`config.mk`:
```
export PLATFORM = sky130hd
export DESIGN_NAME = lrc_frame_gen
export DESIGN_NICKNAME = d
export VERILOG_FILES = /design/src/rtl/lrc_pkg.sv /design/src/rtl/lrc_accum.sv /design/src/rtl/lrc_result.sv /design/src/rtl/lrc_hex_enc.sv /design/src/rtl/lrc_frame_gen.sv
export SDC_FILE = /design/constraint.sdc
export NUM_CORES = 1
export LEC_CHECK = 0
export BUFFER_PORTS_ARGS = -buffer_cell sky130_fd_sc_hd__buf_2
export CORE_AREA = 2 2 77 57
export DETAILED_ROUTE_END_ITERATION = 12
export DIE_AREA = 0 0 79 59
export PLACE_DENSITY = 0.69
export SKIP_LAST_GASP = 1
export SYNTH_ARGS = -nofsm -noshare
export SYNTH_HDL_FRONTEND = slang
export SYNTH_SLANG_ARGS = --single-unit
```
`constraint.sdc`:
```
create_clock -name clk -period 3.74 [get_ports clk]
set_input_delay 0.187 -clock clk [delete_from_list [all_inputs] [get_ports clk]]
set_output_delay 0.187 -clock clk [all_outputs]
set_load 0.01 [all_outputs]
```
`src/rtl/lrc_pkg.sv`:
```
package lrc_pkg;

  // ASCII code for one hex digit, uppercase letters
  function automatic logic [7:0] hex_char(input logic [3:0] nib);
    logic [7:0] code;
    if (nib < 4'd10) code = 8'h30 + {4'h0, nib};
    else             code = 8'h37 + {4'h0, nib};
    return code;
  endfunction

endpackage

```
`src/rtl/lrc_accum.sv`:
```
module lrc_accum #(
  parameter int W = 8
) (
  input  logic         clk,
  input  logic         rst_n,
  input  logic         take_i,
  input  logic         first_i,
  input  logic         last_i,
  input  logic [W-1:0] data_i,
  output logic [W-1:0] sum_next_o
);

  logic [W-1:0] acc_q;
  logic [W-1:0] base;

  // restart applies before the byte is added; carry out of the top bit is lost
  assign base       = first_i ? '0 : acc_q;
  assign sum_next_o = base + data_i;

  always_ff @(posedge clk or negedge rst_n) begin
    if (!rst_n) begin
      acc_q <= '0;
    end else if (take_i) begin
      acc_q <= last_i ? '0 : sum_next_o;
    end
  end

endmodule

```
`src/rtl/lrc_result.sv`:
```
module lrc_result #(
  parameter int W = 8
) (
  input  logic         clk,
  input  logic         rst_n,
  input  logic         take_i,
  input  logic         last_i,
  input  logic         mode_i,
  input  logic [W-1:0] rx_i,
  input  logic [W-1:0] sum_i,
  output logic         valid_o,
  output logic [W-1:0] chk_o,
  output logic         mis_o
);

  logic [W-1:0] neg_sum;
  logic [W-1:0] total;
  logic         close;

  assign close   = take_i & last_i;
  assign neg_sum = '0 - sum_i;
  assign total   = sum_i + rx_i;

  always_ff @(posedge clk or negedge rst_n) begin
    if (!rst_n) begin
      valid_o <= 1'b0;
      chk_o   <= '0;
      mis_o   <= 1'b0;
    end else begin
      valid_o <= close;
      if (close) begin
        chk_o <= neg_sum;
        mis_o <= mode_i & (total != '0);
      end
    end
  end

endmodule

```
`src/rtl/lrc_hex_enc.sv`:
```
module lrc_hex_enc #(
  parameter int W = 8
) (
  input  logic [W-1:0]       val_i,
  output logic [2*W-1:0]     text_o
);

  import lrc_pkg::*;

  localparam int NCHR = W / 4;

  // nibble k lands in character slot k; the top nibble is sent first
  for (genvar k = 0; k < NCHR; k++) begin : g_nib
    assign text_o[8*k +: 8] = hex_char(val_i[4*k +: 4]);
  end

endmodule

```
`src/rtl/lrc_frame_gen.sv`:
```
module lrc_frame_gen #(
  parameter int W = 8
) (
  input  logic          clk,
  input  logic          rst_n,
  input  logic          byte_valid_i,
  output logic          byte_ready_o,
  input  logic [W-1:0]  byte_data_i,
  input  logic          first_i,
  input  logic          last_i,
  input  logic          chk_mode_i,
  input  logic [W-1:0]  rx_chk_i,
  output logic          res_valid_o,
  output logic [W-1:0]  res_byte_o,
  output logic [2*W-1:0] res_text_o,
  output logic          mismatch_o
);

  logic         ready_q;
  logic         take;
  logic [W-1:0] sum_next;

  always_ff @(posedge clk or negedge rst_n) begin
    if (!rst_n) ready_q <= 1'b0;
    else        ready_q <= 1'b1;
  end

  assign byte_ready_o = ready_q;
  assign take         = byte_valid_i & ready_q;

  lrc_accum #(.W(W)) accum_i (
    .clk        (clk),
    .rst_n      (rst_n),
    .take_i     (take),
    .first_i    (first_i),
    .last_i     (last_i),
    .data_i     (byte_data_i),
    .sum_next_o (sum_next)
  );

  lrc_result #(.W(W)) result_i (
    .clk     (clk),
    .rst_n   (rst_n),
    .take_i  (take),
    .last_i  (last_i),
    .mode_i  (chk_mode_i),
    .rx_i    (rx_chk_i),
    .sum_i   (sum_next),
    .valid_o (res_valid_o),
    .chk_o   (res_byte_o),
    .mis_o   (mismatch_o)
  );

  lrc_hex_enc #(.W(W)) enc_i (
    .val_i  (res_byte_o),
    .text_o (res_text_o)
  );

endmodule

```
After elaboration in Yosys (flattened, before gate mapping)
Index checks and enable logic that the tools add are counted.
{"block": "op_classes", "addsub": 7, "reduce_logical": 1, "bitwise_logic": 3, "order_cmp": 2, "mux": 4}
{"operator": "$mux 8", "n": 4}
{"operator": "$add 6x4->7 const A", "n": 4}
{"operator": "$add 8x8->8", "n": 2}
{"operator": "$lt 4x4->1 const B", "n": 2}
{"operator": "$reduce_bool 8->1", "n": 1}
{"operator": "$sub 1x8->8 const A", "n": 1}
{"operator": "$and 1x1->1", "n": 3}
{"block": "word_totals", "wordCells": 22, "input_bits": 22, "reg_bits": 19, "out_inout_bits": 27}

Logic depth before layout (Yosys ltp)
{"block": "logic_depth", "depth_word": 5, "depth_mapped": 13, "ltp_nobuf": 13}

Modules after synthesis
Synthesis repeated with hierarchy kept, for this count alone.
{"block": "hier_totals", "hier_cells": 198, "hier_area_um2": 1715.4}
{"module": "lrc_result", "area_each_um2": 785.8, "seq_area_each_um2": 250.2, "cells_per_inst": 83, "n_inst": 1}
{"module": "lrc_accum", "area_each_um2": 688.2, "seq_area_each_um2": 200.2, "cells_per_inst": 79, "n_inst": 1}
{"module": "lrc_hex_enc", "area_each_um2": 206.4, "seq_area_each_um2": 0.0, "cells_per_inst": 33, "n_inst": 1}
{"module": "lrc_frame_gen", "area_each_um2": 35.0, "seq_area_each_um2": 25.0, "cells_per_inst": 3, "n_inst": 1}

Worst setup path before layout
Ideal clock, no wire load.
{"block": "synth_timing", "path_kind": "reg2reg", "startpoint": "reg accum_i.acc_q[0]", "endpoint": "reg result_i.mis_o", "setup_time_ns": 0.130, "period_less_slack_ns": 3.172, "setup_slack_ns": 0.568, "path_stages_with_launch": 13, "arrival_time_ns": 3.042, "path_cell_list": "dfrtp_1 -> nor2b_1 -> ha_1 -> fa_1 -> a211oi_1 -> nor2_1 -> o311ai_4 -> ha_1 -> nand2b_1 -> nor2_1 -> or4_1 -> a2111oi_2 -> a21oi_1"}
{"block": "synth_between", "elab_chain_len": 5}
{"element": "start, declared", "line": "lrc_accum.sv:13", "source": "logic [W-1:0] acc_q;"}
{"element": "start signal, assigned", "line": "lrc_accum.sv:24", "source": "acc_q <= last_i ? '0 : sum_next_o;"}
{"element": "$mux 8", "line": "lrc_accum.sv:17", "source": "assign base = first_i ? '0 : acc_q;"}
{"element": "$add 8x8->8", "line": "lrc_accum.sv:18", "source": "assign sum_next_o = base + data_i;"}
{"element": "$add 8x8->8", "line": "lrc_result.sv:22", "source": "assign total = sum_i + rx_i;"}
{"element": "$reduce_bool 8->1", "line": "lrc_result.sv:33", "source": "mis_o <= mode_i & (total != '0);"}
{"element": "$and 1x1->1", "line": "lrc_result.sv:33"}
{"element": "end signal, assigned", "line": "lrc_result.sv:33"}
{"element": "end, declared", "line": "lrc_result.sv:13", "source": "output logic mis_o"}
Every way passes these cells.
A chain may end at the register's enable or synchronous reset.

Final worst setup path
Ends and elaborated chain as after synthesis.

==> impl_metrics.prom <==
# TYPE chip_impl_metric gauge
chip_impl_info{name="post_synth_most_frequent_cells",value="19 x sky130_fd_sc_hd__dfrtp_1, 18 x sky130_fd_sc_hd__inv_1, 17 x sky130_fd_sc_hd__ha_1"} 1
chip_impl_metric{name="clkTransAtPathRegs",unit="ps"} 70
chip_impl_metric{name="worst_skew_pair.late_latency",unit="ps"} 250
chip_impl_info{name="yosys_most_used_dff",value="sky130_fd_sc_hd__dfrtp_1"} 1
chip_impl_metric{name="syn_area_per_cell",unit="um^2"} 9.32
chip_impl_info{name="post-synth-top-area-cell",value="sky130_fd_sc_hd__dfrtp_1"} 1
chip_impl_metric{name="std_cell_rows",unit=""} 19
chip_impl_metric{name="tritoncts_num_sinks",unit=""} 19
chip_impl_metric{name="grt_first_pass_wirelength",unit="um"} 6130
chip_impl_metric{name="pwr-share-comb",unit="%"} 55.2
chip_impl_info{name="rsz0062_at_grt",value="false"} 1
chip_impl_info{name="crit_path_start_kind",value="register"} 1
chip_impl_metric{name="syn-cell-area",unit="mm^2"} 0.00171
chip_impl_metric{name="fin_setup_tns",unit="ps"} 0
chip_impl_metric{name="postRouteWirelength",unit="um"} 3550
chip_impl_metric{name="worst-r2r-cell-count",unit=""} 12
chip_impl_metric{name="drc",unit=""} 0
chip_impl_metric{name="hold_violations",unit=""} 0
chip_impl_metric{name="io_buffer_count",unit=""} 46
chip_impl_info{name="cts_root_buf",value="sky130_fd_sc_hd__clkbuf_8"} 1
chip_impl_metric{name="worst_ep_required_time",unit="ps"} 3870
chip_impl_metric{name="post_synth_inst_count",unit=""} 183
chip_impl_metric{name="post-route-min-period",unit="ps"} 3430
chip_impl_metric{name="cts_setup_buffers",unit=""} 0
chip_impl_metric{name="final.setup_skew",unit="ps"} 4.54
chip_impl_metric{name="avgRoutedWirePerCell",unit="um"} 12.6
chip_impl_metric{name="timing_worst_slew_pin_value",unit="ps"} 565
chip_impl_metric{name="synth_top_cell_area_share",unit="%"} 27.9
chip_impl_metric{name="vias",unit=""} 1413
chip_impl_metric{name="crit_path_max_fanout",unit=""} 4
chip_impl_metric{name="ys_ff_latch",unit=""} 19
chip_impl_info{name="crit_chain",value="nor2b_1, ha_1, fa_1, a211oi_1, nor2_1, o311ai_4, ha_1, nand2b_1, nor2_1, or4_1, a2111oi_2, a21oi_1"} 1
chip_impl_metric{name="fp.coreArea",unit="mm^2"} 0.00385
chip_impl_metric{name="r2r_setup_slack",unit="ps"} 310
chip_impl_metric{name="antenna_cells_inserted",unit=""} 0
chip_impl_metric{name="cts_buffer_depth",unit=""} 2
chip_impl_metric{name="final_net_count",unit=""} 273
chip_impl_info{name="critical_path.endpoint_type",value="register"} 1
chip_impl_metric{name="cellPowerDensity",unit="mW/mm^2"} 472
chip_impl_metric{name="cts.repair.resized",unit=""} 0
chip_impl_info{name="min_path_type",value="in -> reg"} 1
chip_impl_metric{name="finalCritPeriodShare",unit="%"} 91.6
chip_impl_info{name="criticalPathCategory",value="reg -> reg"} 1
chip_impl_metric{name="maximum_clock_frequency",unit="GHz"} 0.292
chip_impl_metric{name="flow.area_growth_from_synthesis",unit="%"} 19.4
chip_impl_metric{name="drv.max_cap_violation_count",unit=""} 0
chip_impl_metric{name="drt_pass1_iterations",unit=""} 4
chip_impl_metric{name="clock_share_of_power",unit="%"} 14.7
chip_impl_metric{name="fp.dieW",unit="um"} 79
chip_impl_metric{name="io_pins",unit=""} 49
chip_impl_metric{name="globalRouteOverflowTotal",unit=""} 0
chip_impl_metric{name="worst_slew_margin_rel",unit="%"} 62.2
chip_impl_metric{name="worst_ir_drop_vdd",unit="uV"} 219
chip_impl_info{name="clock_tree_from_tritoncts",value="built"} 1
chip_impl_metric{name="critical-path-max-stage-delay",unit="ps"} 430
chip_impl_metric{name="gp_congestion",unit=""} 0.882
chip_impl_metric{name="ys_warn_count",unit=""} 0
chip_impl_info{name="worstReg2RegStart",value="accum_i.acc_q[0]"} 1
chip_impl_metric{name="dp_hpwl",unit="um"} 2930
chip_impl_info{name="crit_end",value="result_i.mis_o"} 1
chip_impl_metric{name="grt_start_max_net_pins",unit=""} 20
chip_impl_metric{name="power.share.sequential",unit="%"} 30.0
chip_impl_metric{name="p_leak",unit="nW"} 1.00
chip_impl_metric{name="finalSetupViolCount",unit=""} 0
chip_impl_metric{name="arrival",unit="ps"} 3560
chip_impl_info{name="status",value="complete, no violations"} 1
chip_impl_metric{name="netSwitchingPower",unit="mW"} 0.404
chip_impl_info{name="reg2reg_to",value="result_i.mis_o"} 1
chip_impl_info{name="crit_path_top_delay_cell",value="sky130_fd_sc_hd__or4_1"} 1
chip_impl_metric{name="final_layout_size_suffix_gt1_share",unit="%"} 27.7
chip_impl_metric{name="detail_route.iter0.violations",unit=""} 98
chip_impl_metric{name="global_route.usage.total",unit="%"} 16.5
chip_impl_info{name="worstSetupStartpoint",value="accum_i.acc_q[0]"} 1
chip_impl_metric{name="yosysSeqAreaShare",unit="%"} 27.9
chip_impl_metric{name="die_height",unit="um"} 59
chip_impl_info{name="post_synth_main_area_contributors",value="sky130_fd_sc_hd__dfrtp_1 28%, sky130_fd_sc_hd__ha_1 12%, sky130_fd_sc_hd__xnor2_1 4.6%"} 1
chip_impl_metric{name="ant_nets",unit=""} 0
chip_impl_metric{name="netSwitchingFraction",unit="%"} 42.0
chip_impl_metric{name="initial_utilization",unit="%"} 44.3
chip_impl_metric{name="clock_tree.htree_level_count",unit=""} 1
chip_impl_metric{name="number_of_enable_type_register_cells_in_the_synthesized_netlist",unit=""} 0
chip_impl_metric{name="design.die.area",unit="mm^2"} 0.00466
chip_impl_metric{name="timing_max_transition_violations_final",unit=""} 0
chip_impl_metric{name="numCtsBuffers",unit=""} 3
chip_impl_metric{name="cts-hold-fix-buffers",unit=""} 1
chip_impl_metric{name="postSynth.asyncResetShare",unit="%"} 100
chip_impl_metric{name="totalPowerFinal",unit="mW"} 0.962
chip_impl_metric{name="p_int",unit="mW"} 0.558
chip_impl_metric{name="grt_pass1_vias",unit=""} 1317
chip_impl_metric{name="yosys.cell_types.count",unit=""} 46
chip_impl_metric{name="vias_per_cell",unit=""} 4.99
chip_impl_metric{name="grt_antenna_before_repair",unit=""} 0
chip_impl_info{name="synth.most_common_cell",value="sky130_fd_sc_hd__dfrtp_1"} 1
-- kinds of logic after synthesis --
family | synth area share (%)
adders and majority gates | 14.8
buffers and inverters | 5.28
muxes | 1.25
AOI/OAI and AO/OA | 21.5
DFF | 27.9
other | 0.440
and+or+nand+nor | 16.6
xor gates and xnor gates | 12.3
-- flip-flops by register name, indices dropped and copies added (netlist names) --
register          flops
result_i.mis_o        1
byte_ready_o          1
accum_i.acc_q         8
result_i.chk_o        8
result_i.valid_o      1
-- through the flow --
step	setup WS [ps]	utilization [%]	std cells	hold WS, ps	area, um^2
2_1_floorplan	568	-	184	-109	1710
3_3_place_gp	415	51.5	278	151	1980
3_5_place_dp	318	51.5	278	152	1980
4_1_cts	310	52.9	283	202	2040
5_1_grt	14.3	52.9	283	203	2040
6_report	315	52.9	283	206	2040
-- layout make-up --
cell class | instances | area [um^2]
flip-flops and latches | 19 | 475
well taps | 52 | 65.1
fillers | 380 | 1810
clock buffers | 4 | 45.0
repair buffers | 47 | 240
inverters | 18 | 67.6
multi-input cells | 143 | 1140
-- metal layers --
metal,global-route usage (%),routed length (um),up-vias
li1,-,-,740
met1,27.1,1980,641
met2,22.9,1410,30
met3,1.68,131,2
met4,3.69,27,0
met5,0,0,-
-- critical path, delay by kind of cell (launching register included) --
family                     cells  cell delay, ps
AOI/OAI and AO/OA              4            1110
and+or+nand+nor                5             880
DFF                            1             390
adders and majority gates      3             950
-- power groups by stage --
stage	logic, mW	clock network [mW]	registers (mW)
global placement	0.530	0	0.292
finish	0.532	0.142	0.289
floorplan	0.362	0	0.298
CTS	0.534	0.144	0.289
global route	0.597	0.158	0.297
detailed placement	0.532	0	0.292
-- layout by cell type, fill, tap and decap left out, types with 8 or more instances in the layout --
master	count
sky130_fd_sc_hd__xnor2_1	9
sky130_fd_sc_hd__buf_2	46
sky130_fd_sc_hd__a21oi_1	9
sky130_fd_sc_hd__nor2b_1	9
sky130_fd_sc_hd__inv_1	18
sky130_fd_sc_hd__nand2_1	16
sky130_fd_sc_hd__dfrtp_1	19
sky130_fd_sc_hd__nor2_1	8
sky130_fd_sc_hd__ha_1	17
sky130_fd_sc_hd__xor2_1	8
-- how the worst min path moves through the flow --
stage                       from               end  slack [ps]  cells past startpoint
final                     last_i  accum_i.acc_q[7]         210                      2
after global routing      last_i  accum_i.acc_q[7]         200                      2
after CTS                 last_i  accum_i.acc_q[1]         200                      2
after detailed placement   rst_n    result_i.mis_o         150                      1
after global placement     rst_n    result_i.mis_o         150                      1
after floorplan            rst_n  accum_i.acc_q[0]        -110                      0
Note: power is estimated with default switching activity, not from simulation.
